===== src/rtl/bootvec_pkg.sv =====
package bootvec_pkg;

  typedef enum logic [2:0] {
    SEQ_START,
    SEQ_SP,
    SEQ_PC,
    SEQ_DONE,
    SEQ_HOLD
  } seq_state_e;

  // control-to-datapath load strobes
  typedef struct packed {
    logic ldSp;
    logic ldPcMem;
    logic ldPcByp;
  } load_strobe_t;

endpackage


===== src/rtl/boot_vector_ctrl.sv =====
module boot_vector_ctrl
  import bootvec_pkg::*;
#(
  parameter int ADDR_W  = 32,
  parameter int SP_ADDR = 0,
  parameter int PC_ADDR = 4
) (
  input  logic              clk,
  input  logic              rstN,
  input  logic              bypassEn,
  input  logic              rdReady,
  output logic              rdValid,
  output logic [ADDR_W-1:0] rdAddr,
  output logic              bootDone,
  output load_strobe_t      strobe
);

  seq_state_e seqState, seqNext;

  always_ff @(posedge clk or negedge rstN) begin
    if (!rstN) seqState <= SEQ_START;
    else       seqState <= seqNext;
  end

  always_comb begin
    seqNext = seqState;
    unique case (seqState)
      SEQ_START: seqNext = bypassEn ? SEQ_DONE : SEQ_SP;
      SEQ_SP:    if (rdReady) seqNext = SEQ_PC;
      SEQ_PC:    if (rdReady) seqNext = SEQ_DONE;
      SEQ_DONE:  seqNext = SEQ_HOLD;
      SEQ_HOLD:  seqNext = SEQ_HOLD;
      default:   seqNext = SEQ_START;
    endcase
  end

  assign rdValid  = (seqState == SEQ_SP) || (seqState == SEQ_PC);
  assign rdAddr   = (seqState == SEQ_SP) ? ADDR_W'(SP_ADDR) : ADDR_W'(PC_ADDR);
  assign bootDone = (seqState == SEQ_DONE);

  always_comb begin
    strobe         = '0;
    strobe.ldSp    = (seqState == SEQ_SP) && rdReady;
    strobe.ldPcMem = (seqState == SEQ_PC) && rdReady;
    strobe.ldPcByp = (seqState == SEQ_START) && bypassEn;
  end

  // tracks completion for the assertions below
  logic doneSeen;
  always_ff @(posedge clk or negedge rstN) begin
    if (!rstN)         doneSeen <= 1'b0;
    else if (bootDone) doneSeen <= 1'b1;
  end

  AST_REQ_HOLD: assert property (@(posedge clk) disable iff (!rstN)
    rdValid && !rdReady |=> rdValid && $stable(rdAddr));
  AST_DONE_SINGLE: assert property (@(posedge clk) disable iff (!rstN)
    bootDone |=> !bootDone);
  AST_QUIET_AFTER_DONE: assert property (@(posedge clk) disable iff (!rstN)
    doneSeen |-> !rdValid && !bootDone);
  AST_SP_BEFORE_PC: assert property (@(posedge clk) disable iff (!rstN)
    strobe.ldSp |=> rdValid && rdAddr == ADDR_W'(PC_ADDR));

endmodule


===== src/rtl/boot_vector_dp.sv =====
module boot_vector_dp
  import bootvec_pkg::*;
#(
  parameter int DATA_W = 32
) (
  input  logic              clk,
  input  logic              rstN,
  input  load_strobe_t      strobe,
  input  logic [DATA_W-1:0] rdData,
  input  logic [DATA_W-1:0] bypassEntry,
  output logic [DATA_W-1:0] initSp,
  output logic [DATA_W-1:0] initPc,
  output logic              execState
);

  logic [DATA_W-1:0] pcSrc;
  assign pcSrc = strobe.ldPcByp ? bypassEntry : rdData;

  always_ff @(posedge clk or negedge rstN) begin
    if (!rstN) begin
      initSp    <= '0;
      initPc    <= '0;
      execState <= 1'b0;
    end else begin
      if (strobe.ldSp) initSp <= rdData;
      if (strobe.ldPcMem || strobe.ldPcByp) begin
        initPc    <= {pcSrc[DATA_W-1:1], 1'b0};
        execState <= pcSrc[0];
      end
    end
  end

  AST_SP_CAPTURE: assert property (@(posedge clk) disable iff (!rstN)
    strobe.ldSp |=> initSp == $past(rdData));
  AST_PC_EVEN: assert property (@(posedge clk) disable iff (!rstN)
    initPc[0] == 1'b0);
  AST_FLAG_FROM_MEM: assert property (@(posedge clk) disable iff (!rstN)
    strobe.ldPcMem |=> execState == $past(rdData[0]));
  AST_FLAG_FROM_BYP: assert property (@(posedge clk) disable iff (!rstN)
    strobe.ldPcByp |=> execState == $past(bypassEntry[0]));

endmodule


===== src/rtl/boot_vector_fetch.sv =====
module boot_vector_fetch
  import bootvec_pkg::*;
#(
  parameter int ADDR_W  = 32,
  parameter int DATA_W  = 32,
  parameter int SP_ADDR = 0,
  parameter int PC_ADDR = 4
) (
  input  logic              clk,
  input  logic              rstN,
  input  logic              bypassEn,
  input  logic [DATA_W-1:0] bypassEntry,
  output logic              rdValid,
  output logic [ADDR_W-1:0] rdAddr,
  input  logic              rdReady,
  input  logic [DATA_W-1:0] rdData,
  output logic [DATA_W-1:0] initSp,
  output logic [DATA_W-1:0] initPc,
  output logic              execState,
  output logic              bootDone
);

  load_strobe_t strobe;

  boot_vector_ctrl #(
    .ADDR_W (ADDR_W),
    .SP_ADDR(SP_ADDR),
    .PC_ADDR(PC_ADDR)
  ) uCtrl (
    .clk     (clk),
    .rstN    (rstN),
    .bypassEn(bypassEn),
    .rdReady (rdReady),
    .rdValid (rdValid),
    .rdAddr  (rdAddr),
    .bootDone(bootDone),
    .strobe  (strobe)
  );

  boot_vector_dp #(
    .DATA_W(DATA_W)
  ) uDp (
    .clk        (clk),
    .rstN       (rstN),
    .strobe     (strobe),
    .rdData     (rdData),
    .bypassEntry(bypassEntry),
    .initSp     (initSp),
    .initPc     (initPc),
    .execState  (execState)
  );

  AST_DONE_AFTER_LOAD: assert property (@(posedge clk) disable iff (!rstN)
    bootDone |-> $past(strobe.ldPcMem || strobe.ldPcByp));

endmodule


===== config.mk =====
export PLATFORM = sky130hd
export DESIGN_NAME = boot_vector_fetch
export DESIGN_NICKNAME = d
export VERILOG_FILES = /design/src/rtl/bootvec_pkg.sv /design/src/rtl/boot_vector_ctrl.sv /design/src/rtl/boot_vector_dp.sv /design/src/rtl/boot_vector_fetch.sv
export SDC_FILE = /design/constraint.sdc
export NUM_CORES = 1
export LEC_CHECK = 0
export ABC_AREA = 1
export CORE_MARGIN = 4
export CORE_UTILIZATION = 40
export DETAILED_ROUTE_END_ITERATION = 8
export PLACE_DENSITY = 0.79
export SYNTH_ARGS = -nofsm -noshare
export SYNTH_HDL_FRONTEND = slang
export SYNTH_HIERARCHICAL = 1
export SYNTH_SLANG_ARGS = --single-unit

===== constraint.sdc =====
create_clock -name clk -period 1.64 [get_ports clk]
set_clock_uncertainty 0.2 [all_clocks]
set_input_delay 0.164 -clock clk [delete_from_list [all_inputs] [get_ports clk]]
set_output_delay 0.164 -clock clk [all_outputs]
set_load 0.02 [all_outputs]

==> run_results.csv <==
group,metric,value,unit
logic_synthesis,seq_area_frac_synth,52.4,%
timing,drv_slew,0,
logic_synthesis,synth_seq_cells,67,
grt,grt_pass1_vias,3001,
timing,hold_slack,0.187,ns
worst_setup_path,cp_max_fo,7,
power,peakVddDrop,0.00114,V
routing,dr_wl_met3,736,um
finish,final_util,72.0,%
routing,drc,0,
logic_synthesis,async_flop_share,100,%
run_status,outcome,"complete, but fails checks",
floorplanning,num_rows,32,
clocking,clk_latency,0.33,ns
routing,wl_met1,4.22,mm
logic_synthesis,postSynthAreaPerCell,8.53,um2
power,leakagePower,2.86,nW
worst_setup_path,rr_endpoint,"uDp/initPc[4]",
logic_synthesis,synth_largest_area_cell,"dfrtp_1",
clocking,ctsRootBufferMaster,"clkbuf_8",
clocking,clock-sinks,67,
timing,layout_setup_ws,-0.0767,ns
clocking,cts_tree,"built",
placement,placed_cells,604,
placement,gp_congestion,0.776,
clocking,cts_buffers,9,
worst_setup_path,critPathKind,"flip-flop to flip-flop",
grt,grt-ovfl-total,0,
timing,rsz0062_at_grt,"true",
floorplanning,fp.dieH,97.4,um
routing,num_vias,3143,
finish,fin_area,5590,um2
placement,io_buffers,134,
worst_setup_path,start_kind,"flip-flop",
placement,dpl.hpwl,6.44,mm
timing,min_period_over_period,105,%
timing,hold_violations,0,
logic_synthesis,ys_top_cells_by_area,"dfrtp_1 (52%), nand2_1 (12%), nand3_1 (10%)",
logic_synthesis,synth_area,3200,um2
clocking,clk_path_buf_depth,2,
placement,place_area,4580,um2
timing,finalSetupViolCount,46,
routing,final_antenna_net_count,0,
floorplanning,initial_core_util,41.2,%
worst_setup_path,cp.arrival,1.79,ns
routing,dr_wl_met2,5.78,mm
floorplanning,core_area,7770,um2
worst_hold_path,min_path_type,"input pin to asynchronous set/reset pin",
routing,top_layer,"met4",
finish,syn_to_final_growth,74.9,%
worst_setup_path,r2r_start,"uCtrl/seqState[1]",
worst_setup_path,crit_path_top_delay_cell,"dfrtp_1",
worst_setup_path,slowest_delay,0.44,ns
logic_synthesis,synth_most_common_cell,"nand2_1",
routing,drt_first_pass_iters,4,
run,cap_violations,0,
grt,antenna_found_initial,0,
finish,multi_input_area,1570,um2
finish,num_antenna_cells,0,
routing,drt_iter0_drc,174,
logic_synthesis,synth_edf_count,0,
finish,nFillCells,581,
worst_setup_path,path_cells,"buf_6 -> nand3_4 -> buf_6 -> nor2_4 -> buf_12 -> nor2_4 -> clkbuf_16 -> nand2_1 -> nand3_1",
logic_synthesis,yosys.area.top_type_share,52.4,%
finish,fin_nets,610,
routing,wirelength,10.8,mm
routing,vias_per_cell,4.84,
clocking,htree_num_levels,3,
logic_synthesis,synthFlopType,"dfrtp_1",
finish,fin_cells,649,
worst_setup_path,endpoint_kind,"flip-flop",
worst_setup_path,r2r_slack,-0.08,ns
logic_synthesis,yosys_warnings,6,
timing,fin_crit,1.72,ns
floorplanning,pin_count,167,
power,p_per_area,1900,nW/um2
grt,grt_max_degree,68,
worst_setup_path,rr_worst_depth,9,
logic_synthesis,synth_common_cells,"nand2_1 (105), dfrtp_1 (67), nand3_1 (66)",
logic_synthesis,ys_types,18,
routing,routedWlPerCell,16.7,um
grt,grt_first_pass_wirelength,15.0,mm
timing,tns,-1.24,ns
grt,grt_usage,19.5,%
run_status,violations,"setup timing",
finish,drive_above_1_share,29.6,%
timing,fmax,583,MHz
finish,seqCellArea,1680,um2
floorplanning,die-area,9490,um2
logic_synthesis,synthesis.instances,375,
floorplanning,fp.dieW,97.4,um
worst_setup_path,endpoint,"uDp/initPc[4]",
worst_setup_path,crit_required,1.71,ns
worst_setup_path,cp-startpoint,"uCtrl/seqState[1]",
clocking,clk_pin_slew,0.07,ns
-- layer usage --
layer  GRT usage (%)  up-vias
met5               0        -
met4            6.82        0
met3            4.52        6
met2            33.2      137
met1            24.4     1538
li1                -     1462
-- area by class of cell --
cell class / count / share of cell area (%)
clock inverter: 6 / 1.59
sequential: 67 / 30.0
tap: 102 / 2.28
timing repair buffer: 178 / 33.1
multi-input combinational: 248 / 28.0
inverter: 38 / 2.59
clock buffer: 10 / 2.46
-- sequential cells by signal, summed over array words and instances (netlist names) --
| signal | cells |
|---|---|
| uDp/initPc | 31 |
| uCtrl/seqState | 3 |
| uDp/execState | 1 |
| uDp/initSp | 32 |
-- where the power goes --
| part | switching (mW) | leakage [nW] | internal [mW] |
|---|---|---|---|
| clock network | 0.654 | 0.108 | 0.897 |
| logic | 3.41 | 1.92 | 2.64 |
| registers | 0.553 | 0.827 | 2.46 |
-- per-stage QoR --
stage	power, mW	setup WS [ns]
after floorplan	5.52	0.0569
after global placement	7.65	-0.142
after detailed placement	7.82	-0.212
after CTS	9.35	-0.0190
after global routing	11.2	-0.146
final	10.6	-0.0767
-- cell usage in the layout (no fill, tap or decap) --
cell type        instances
clkdlybuf4s50_1         66
clkinv_2                 1
nor2_2                   1
dfrtp_1                 66
nand2_1                 61
nand3_4                  1
conb_1                  32
nand3_2                 20
inv_1                   33
o21ai_4                  1
nor2_4                   6
clkinvlp_4               2
a21oi_1                  1
buf_12                   9
clkbuf_16                6
clkinv_4                 1
buf_6                   14
bufinv_16                2
nand2_2                 17
o21ai_2                 19
buf_2                    1
dfrtp_2                  1
o22ai_1                  1
dlygate4sd2_1           64
o21ai_0                  7
o21ai_1                  7
nand2_4                 27
nor2_8                   1
nand3_1                 46
inv_4                    1
buf_4                   17
dlygate4sd3_1            1
clkbuf_8                10
inv_2                    4
-- cell families after synthesis --
family / Yosys count / synth area share [%]
AND/OR/NAND/NOR: 179 / 24.5
buffers and inverters: 91 / 17.0
flip-flops: 67 / 52.4
AO/OA/AOI/OAI: 36 / 5.79
other: 2 / 0.235
-- timing repair --
| item | in CTS | in global routing |
|---|---|---|
| buffers inserted | 13 | 5 |
| pin swaps | 6 | 31 |
| resized for setup | 90 | 146 |
| hold buffers | 1 | 0 |
| cloned | 2 | 9 |
| setup endpoints to repair | 128 | 67 |
| endpoints found under the hold margin | 67 | 0 |
-- how the worst min path moves through the flow --
stage / startpoint / endpoint / slack, ns / cells after the start
2_1_floorplan: rstN / uCtrl/seqState[0] / -0.33 / 0
4_1_cts: rstN / uDp/initPc[22] / 0.18 / 3
6_report: rstN / uDp/initSp[8] / 0.19 / 3
5_1_grt: bypassEntry[23] / uDp/initPc[23] / 0.20 / 3
3_3_place_gp: rstN / uDp/initSp[1] / 0.009 / 2
3_5_place_dp: rstN / uDp/initSp[1] / 0.02 / 2
-- critical path, delay by kind of cell, from the launching register on --
| kind | cells | cell delay, ns |
|---|---|---|
| buffers and inverters | 4 | 0.59 |
| DFF | 1 | 0.44 |
| and+or+nand+nor | 5 | 0.43 |
(Power assumes the default switching activity.)
